==> config.mk <==
export PLATFORM = sky130hd
export DESIGN_NAME = sram_rc_slave
export DESIGN_NICKNAME = d
export VERILOG_FILES = /design/src/rtl/sram_rc_pkg.sv /design/src/rtl/sram_ctrl.sv /design/src/rtl/sram_datapath.sv /design/src/rtl/sram_rc_slave.sv
export SDC_FILE = /design/constraint.sdc
export NUM_CORES = 1
export LEC_CHECK = 0
export ABC_AREA = 1
export BUFFER_PORTS_ARGS = -buffer_cell sky130_fd_sc_hd__buf_2
export CORE_MARGIN = 4
export CORE_UTILIZATION = 49
export DETAILED_ROUTE_END_ITERATION = 16
export GPL_ROUTABILITY_DRIVEN = 0
export MAX_ROUTING_LAYER = met4
export PLACE_DENSITY = 0.89
export SYNTH_ARGS = -nofsm -noshare
export SYNTH_HDL_FRONTEND = slang
export SYNTH_SLANG_ARGS = --single-unit
==> constraint.sdc <==
create_clock -name clk -period 3.89 [get_ports clk]
set_input_delay 0.389 -clock clk [delete_from_list [all_inputs] [get_ports clk]]
set_output_delay 0.389 -clock clk [all_outputs]
set_load 0.02 [all_outputs]
==> src/rtl/sram_rc_pkg.sv <==
package sram_rc_pkg;
  localparam int RD_LEVEL = 2;
  localparam int WR_LEVEL = 1;
  localparam int CNT_W    = 2;

  typedef enum logic [1:0] {
    OP_IDLE  = 2'd0,
    OP_READ  = 2'd1,
    OP_WRITE = 2'd2
  } opKind_e;

  typedef struct packed {
    logic startRd;
    logic startWr;
    logic endOp;
    logic capture;
  } seqStrobe_t;
endpackage

==> src/rtl/sram_ctrl.sv <==
module sram_ctrl
  import sram_rc_pkg::*;
(
  input  logic             clk,
  input  logic             rstN,
  input  logic             cmdRd,
  input  logic             cmdWr,
  output seqStrobe_t       strobe,
  output logic [CNT_W-1:0] rdyCnt
);
  opKind_e          op;
  logic [CNT_W-1:0] cnt;
  logic             accRd, accWr, rdTail, wrTail;

  // read may overlap the last counted cycle of a previous read
  assign rdTail = (op == OP_READ)  && (cnt == CNT_W'(1));
  assign wrTail = (op == OP_WRITE) && (cnt == '0);
  assign accRd  = cmdRd && ((cnt == '0) || rdTail);
  assign accWr  = cmdWr && !cmdRd && (cnt == '0);

  always_comb begin
    strobe.startRd = accRd;
    strobe.startWr = accWr;
    strobe.capture = rdTail;
    strobe.endOp   = !accRd && !accWr && (rdTail || wrTail);
  end

  always_ff @(posedge clk or negedge rstN) begin
    if (!rstN) begin
      op  <= OP_IDLE;
      cnt <= '0;
    end else if (accRd) begin
      op  <= OP_READ;
      cnt <= CNT_W'(2);
    end else if (accWr) begin
      op  <= OP_WRITE;
      cnt <= CNT_W'(1);
    end else begin
      case (op)
        OP_READ: begin
          cnt <= cnt - CNT_W'(1);
          if (cnt == CNT_W'(1)) op <= OP_IDLE;
        end
        OP_WRITE: begin
          if (cnt != '0) cnt <= cnt - CNT_W'(1);
          else           op  <= OP_IDLE;
        end
        default: cnt <= '0;
      endcase
    end
  end

  assign rdyCnt = cnt;

  p_rd_start_r2: assert property (@(posedge clk) disable iff (!rstN)
    strobe.startRd |=> (rdyCnt == CNT_W'(2)));
  p_wr_start_r3: assert property (@(posedge clk) disable iff (!rstN)
    strobe.startWr |=> (rdyCnt == CNT_W'(1)));
  p_count_step_r4: assert property (@(posedge clk) disable iff (!rstN)
    (rdyCnt == CNT_W'(2)) |=> (rdyCnt == CNT_W'(1)));
  p_idle_zero_r2: assert property (@(posedge clk) disable iff (!rstN)
    ((rdyCnt == '0) && !cmdRd && !cmdWr) |=> (rdyCnt == '0));
  p_busy_ignore_r7: assert property (@(posedge clk) disable iff (!rstN)
    (rdyCnt == CNT_W'(2)) |-> (!strobe.startRd && !strobe.startWr));
endmodule

==> src/rtl/sram_datapath.sv <==
module sram_datapath
  import sram_rc_pkg::*;
#(
  parameter int AW = 18,
  parameter int DW = 32
) (
  input  logic          clk,
  input  logic          rstN,
  input  seqStrobe_t    strobe,
  input  logic [AW-1:0] cmdAddr,
  input  logic [DW-1:0] cmdWrData,
  input  logic [DW-1:0] ramDin,
  output logic [AW-1:0] ramAddr,
  output logic [DW-1:0] ramDout,
  output logic          ramDrive,
  output logic          ramNcs,
  output logic          ramNoe,
  output logic          ramNwe,
  output logic [DW-1:0] rdData
);
  logic wrPulse;

  // pad-side output registers
  always_ff @(posedge clk or negedge rstN) begin
    if (!rstN) begin
      ramAddr  <= '0;
      ramDout  <= '0;
      ramDrive <= 1'b0;
      ramNcs   <= 1'b1;
      ramNoe   <= 1'b1;
      wrPulse  <= 1'b0;
    end else begin
      wrPulse <= strobe.startWr;
      if (strobe.startRd || strobe.startWr) begin
        ramAddr <= cmdAddr;
        ramNcs  <= 1'b0;
      end else if (strobe.endOp) begin
        ramNcs  <= 1'b1;
      end
      if (strobe.startWr) ramDout <= cmdWrData;
      if (strobe.startRd) begin
        ramNoe   <= 1'b0;
        ramDrive <= 1'b0;
      end else if (strobe.startWr) begin
        ramNoe   <= 1'b1;
        ramDrive <= 1'b1;
      end else if (strobe.endOp) begin
        ramNoe   <= 1'b1;
        ramDrive <= 1'b0;
      end
    end
  end

  // strobe opens half a cycle after the address and closes half a cycle early
  always_ff @(negedge clk or negedge rstN) begin
    if (!rstN) ramNwe <= 1'b1;
    else       ramNwe <= ~wrPulse;
  end

  // pad-side input register
  always_ff @(posedge clk or negedge rstN) begin
    if (!rstN)               rdData <= '0;
    else if (strobe.capture) rdData <= ramDin;
  end

  p_read_pins_r2: assert property (@(posedge clk) disable iff (!rstN)
    strobe.startRd |=> (!ramNcs && !ramNoe && !ramDrive));
  p_nwe_window_r3: assert property (@(posedge clk) disable iff (!rstN)
    !ramNwe |-> (!ramNcs && ramDrive && ramNoe));
  p_hold_result_r5: assert property (@(posedge clk) disable iff (!rstN)
    !strobe.capture |=> $stable(rdData));
  p_noe_gap_r6: assert property (@(posedge clk) disable iff (!rstN)
    $rose(ramDrive) |-> ($past(ramNoe) && ramNoe));
  p_one_start_r7: assert property (@(posedge clk) disable iff (!rstN)
    !(strobe.startRd && strobe.startWr));
endmodule

==> src/rtl/sram_rc_slave.sv <==
module sram_rc_slave
  import sram_rc_pkg::*;
#(
  parameter int AW = 18,
  parameter int DW = 32
) (
  input  logic          clk,
  input  logic          rstN,
  input  logic [AW-1:0] cmdAddr,
  input  logic [DW-1:0] cmdWrData,
  input  logic          cmdRd,
  input  logic          cmdWr,
  output logic [DW-1:0] rdData,
  output logic [1:0]    rdyCnt,
  output logic [1:0]    rdPipeLevel,
  output logic [1:0]    wrPipeLevel,
  output logic [AW-1:0] ramAddr,
  output logic [DW-1:0] ramDout,
  input  logic [DW-1:0] ramDin,
  output logic          ramDrive,
  output logic          ramNcs,
  output logic          ramNoe,
  output logic          ramNwe
);
  seqStrobe_t strobe;

  assign rdPipeLevel = 2'(RD_LEVEL);
  assign wrPipeLevel = 2'(WR_LEVEL);

  sram_ctrl u_ctrl (
    .clk    (clk),
    .rstN   (rstN),
    .cmdRd  (cmdRd),
    .cmdWr  (cmdWr),
    .strobe (strobe),
    .rdyCnt (rdyCnt)
  );

  sram_datapath #(.AW(AW), .DW(DW)) u_dp (
    .clk       (clk),
    .rstN      (rstN),
    .strobe    (strobe),
    .cmdAddr   (cmdAddr),
    .cmdWrData (cmdWrData),
    .ramDin    (ramDin),
    .ramAddr   (ramAddr),
    .ramDout   (ramDout),
    .ramDrive  (ramDrive),
    .ramNcs    (ramNcs),
    .ramNoe    (ramNoe),
    .ramNwe    (ramNwe),
    .rdData    (rdData)
  );
endmodule

Word-level counts from Yosys, hierarchy flattened
Cells that the tools add are included.
Widths: inputs -> output; s select.
{"block": "word_totals", "in_bits": 86, "register_bits": 91}
{"block": "op_classes", "bitwise_logic": 1, "addsub": 1, "muxes": 16, "n_reduce_logical": 19, "eq_ne": 6}
{"operator": "$mux 2", "n": 7}
{"operator": "$ne 4x2->1 const B", "n": 3}
{"operator": "$pmux 2 s2", "n": 2}
{"operator": "$logic_and 1x1->1", "n": 7}
{"operator": "$mux 1", "n": 7}
{"operator": "$eq 2x1->1 const B", "n": 2}
{"operator": "$reduce_bool 2->1", "n": 2}
{"operator": "$reduce_bool 4->1", "n": 1}
{"operator": "$logic_not 1->1", "n": 3}
{"operator": "$logic_or 1x1->1", "n": 3}
{"operator": "$reduce_and 3->1", "n": 1}
{"operator": "$reduce_bool 3->1", "n": 1}
{"operator": "$eq 2x2->1 const B", "n": 1}
{"operator": "$logic_not 2->1", "n": 1}
{"operator": "$sub 2x1->2 const B", "n": 1}
{"operator": "$not 1->1", "n": 1}

Longest topological paths before layout
{"block": "depth", "ltp_word": 10, "mapped_depth": 9}

By module
From an unflattened synthesis, not the netlist that was laid out.
{"block": "hier_totals", "hier_cells": 414, "hier_area_um2": 3654.8}
{"mod": "sram_datapath", "n_inst": 1, "cells_each": 362, "seq_area_each_um2": 2180.8, "area_each_um2": 3295.7}
{"mod": "sram_ctrl", "n_inst": 1, "cells_each": 46, "seq_area_each_um2": 100.1, "area_each_um2": 321.6}
{"mod": "sram_rc_slave", "n_inst": 1, "cells_each": 6, "seq_area_each_um2": 0.0, "area_each_um2": 37.5}

==> out/results.ini <==
[synth]
ys_seq_elements = 91
syn_inst = 410
syn_area_per_cell_sq_um = 8.89
synth_area_leaders = dfrtp_1, nand2_1, nand3_1
yosysTopAreaCell = dfrtp_1
synth_area_sq_mm = 0.00364
synth_top_area_share_pct = 60.4
ys_warn_count = 0
yosysUniqueCellTypes = 21
ys_seq_area_share_pct = 62.6

[clock_network]
cts_max_level = 3
cts_buffer_depth = 2
tritoncts = yes
cts_root_buffer = clkbuf_8
clock_latency_ns = 0.38
clkTransAtPathRegs_ns = 0.09
clkSinkCount = 91
ctsResizeCount = 0
cts_made_buffers = 9
ctsHoldBuffers = 1
cts_setup_buffers = 0

[critical_path]
worstPathArrival_ns = 2.98
cpMaxStageDelayCell = dfstp_2
required_ns = 3.50
worstPathCellList = buf_2
worst_path_largest_cell_delay_ns = 0.50
cp-start-kind = register
crit_family = flip-flops
worst-path-max-fanout = 1
cp-end-kind = output pin
crit_type = reg2out
critical_path_buf_inv_count = 1

[pwr]
power_frac_clock_pct = 17.2
p_leak_nw = 2.85
combPwrFrac_pct = 44.4
switching_share_pct = 42.5
seqPwrFrac_pct = 38.4
internal-power_mw = 2.50
powerDensity_mw_per_mm2 = 913
peakVddDrop_mv = 0.432
p_switching_mw = 1.85
total_power_mw = 4.36

[floorplanning]
pin_count = 178
initial_core_util_pct = 50.3
die_h_microns = 94.2
dieArea_sq_mm = 0.00888
rows = 31
die_x_microns = 94.2
core_area_sq_mm = 0.00725

[cells_and_area]
fill_cells = 601
multi_input_area_sq_mm = 0.00117
area_growth_pct = 31.0
drive_above_1_share_pct = 34.2
regArea_sq_mm = 0.00228
layout.nets = 667
fin_util_pct = 65.8
antenna_cells = 0

[global_route]
grt_max_degree = 65
antenna_found_initial = 0
grt_pass1_wl_microns = 14100
grtUsageTotal_pct = 20.6
grt_overflow = 0
grt_pass1_vias = 3195

[timing]
worst_pin_slew_ns = 0.864
max_slew_margin_pct = 42.3
finalSetupViolCount = 0
slew_violations = 0
setup_tns_ns = 0
rsz0062_at_grt = no
clock_skew_ns = 0.0390
hold_viol = 0

[job]
drv_cap = 0

[route]
antenna_left = 0
wl_per_cell_microns = 12.8
vias = 3154
dr.pass1.iters = 4
viasPerCell = 4.63
dr.first_iter.drc_count = 99
routed_wl_microns = 8720
drc_errors = 0

[outcome]
status = completed

[placement]
portBuffers = 173
place_hpwl_microns = 6540

[worst_hold_path]
worst_hold_path_type = in2reg

flip-flops by register name, summed over array words and instances, names as in the netlist:
signal,count
u_dp.wrPulse,1
u_ctrl.op,2
u_dp.ramDrive,1
u_ctrl.rdyCnt,2
u_dp.rdData,32
u_dp.ramNoe,1
u_dp.ramNwe,1
u_dp.ramDout,32
u_dp.ramAddr,18
u_dp.ramNcs,1
metal layers:
layer  routed length (microns)  up-vias  share of wire [%]  GRT usage [%]
met5                         0        -                  0              -
met2                      4190      137                 48           33.7
met4                        67        0               0.77           5.54
met1                      3700     1448                 42           25.8
met3                       764        5                8.8           5.05
li1                          -     1564                  -              -
placed cells by master, fill, tap and decap left out, types with 2 or more instances in the layout:
cell type	netlist	routed
nand2_2	2	2
nand2_4	2	2
inv_1	15	15
clkbuf_1	1	2
ha_1	4	4
o21ai_0	2	2
buf_2	11	172
conb_1	2	4
nand3_1	20	20
dfrtp_1	88	88
buf_4	5	3
nand4_1	4	4
bufinv_16	0	3
dfstp_2	3	3
nand2_1	239	239
clkbuf_8	0	10
nor2_1	3	3
metrics by stage:
step	area, sq um	worst slack [ns]	std cells	hold WS [ns]
final	4770	0.523	681	0.238
after global routing	4770	0.479	681	0.217
after CTS	4770	0.500	681	0.221
after detailed placement	4520	0.904	664	0.330
after global placement	4520	0.910	664	0.324
after floorplan	3650	1.00	412	0.0934
cell type report:
cell class	count	share of cell area, %
clock buffer	12	3.04
clock inverter	5	2.12
inverter	15	1.18
multi-input combinational	283	24.6
sequential	91	47.8
tap	99	2.59
timing repair buffer	176	18.7
cell families (layout without fill, tap and decap cells):
| group | after synthesis | in the layout | synth area share (%) |
|---|---|---|---|
| simple gates | 272 | 272 | 30.0 |
| flops | 91 | 91 | 62.6 |
| buf+inv | 38 | 208 | 5.42 |
| fa+ha+maj | 4 | 4 | 1.37 |
| compound gates | 3 | 3 | 0.446 |
| other cells | 2 | 4 | 0.206 |
synthesized netlist by cell type:
master	count
a31oi_1	1
buf_1	2
buf_2	11
buf_4	5
buf_6	3
clkbuf_1	1
conb_1	2
dfrtp_1	88
dfstp_2	3
ha_1	4
inv_1	15
inv_2	1
nand2_1	239
nand2_2	2
nand2_4	2
nand3_1	20
nand3_4	1
nand4_1	4
nor2_1	3
o21ai_0	2
or2_2	1
final timing paths:
kind,from,end,slack (ns),cells after the start
worst max register to register,u_dp.wrPulse,u_dp.ramNwe,1.51,1
worst min register to register,u_dp.rdData[15],u_dp.rdData[15],0.48,2
max in group asynchronous,rstN,u_dp.ramNwe,1.17,2
min in group asynchronous,rstN,u_dp.rdData[24],0.50,2
worst min-delay path,cmdAddr[15],u_dp.ramAddr[15],0.24,3
worst max-delay path,u_dp.ramNwe,ramNwe,0.52,1
power groups by stage:
stage | logic [mW] | registers, mW | clock network (mW)
after floorplan | 0.704 | 2.24 | 0.00322
after global placement | 1.90 | 1.66 | 0.00322
after detailed placement | 1.97 | 1.67 | 0.00322
after CTS | 1.97 | 1.67 | 0.773
after global routing | 2.14 | 1.73 | 0.814
final | 1.94 | 1.67 | 0.750
(Power assumes the default switching activity.)
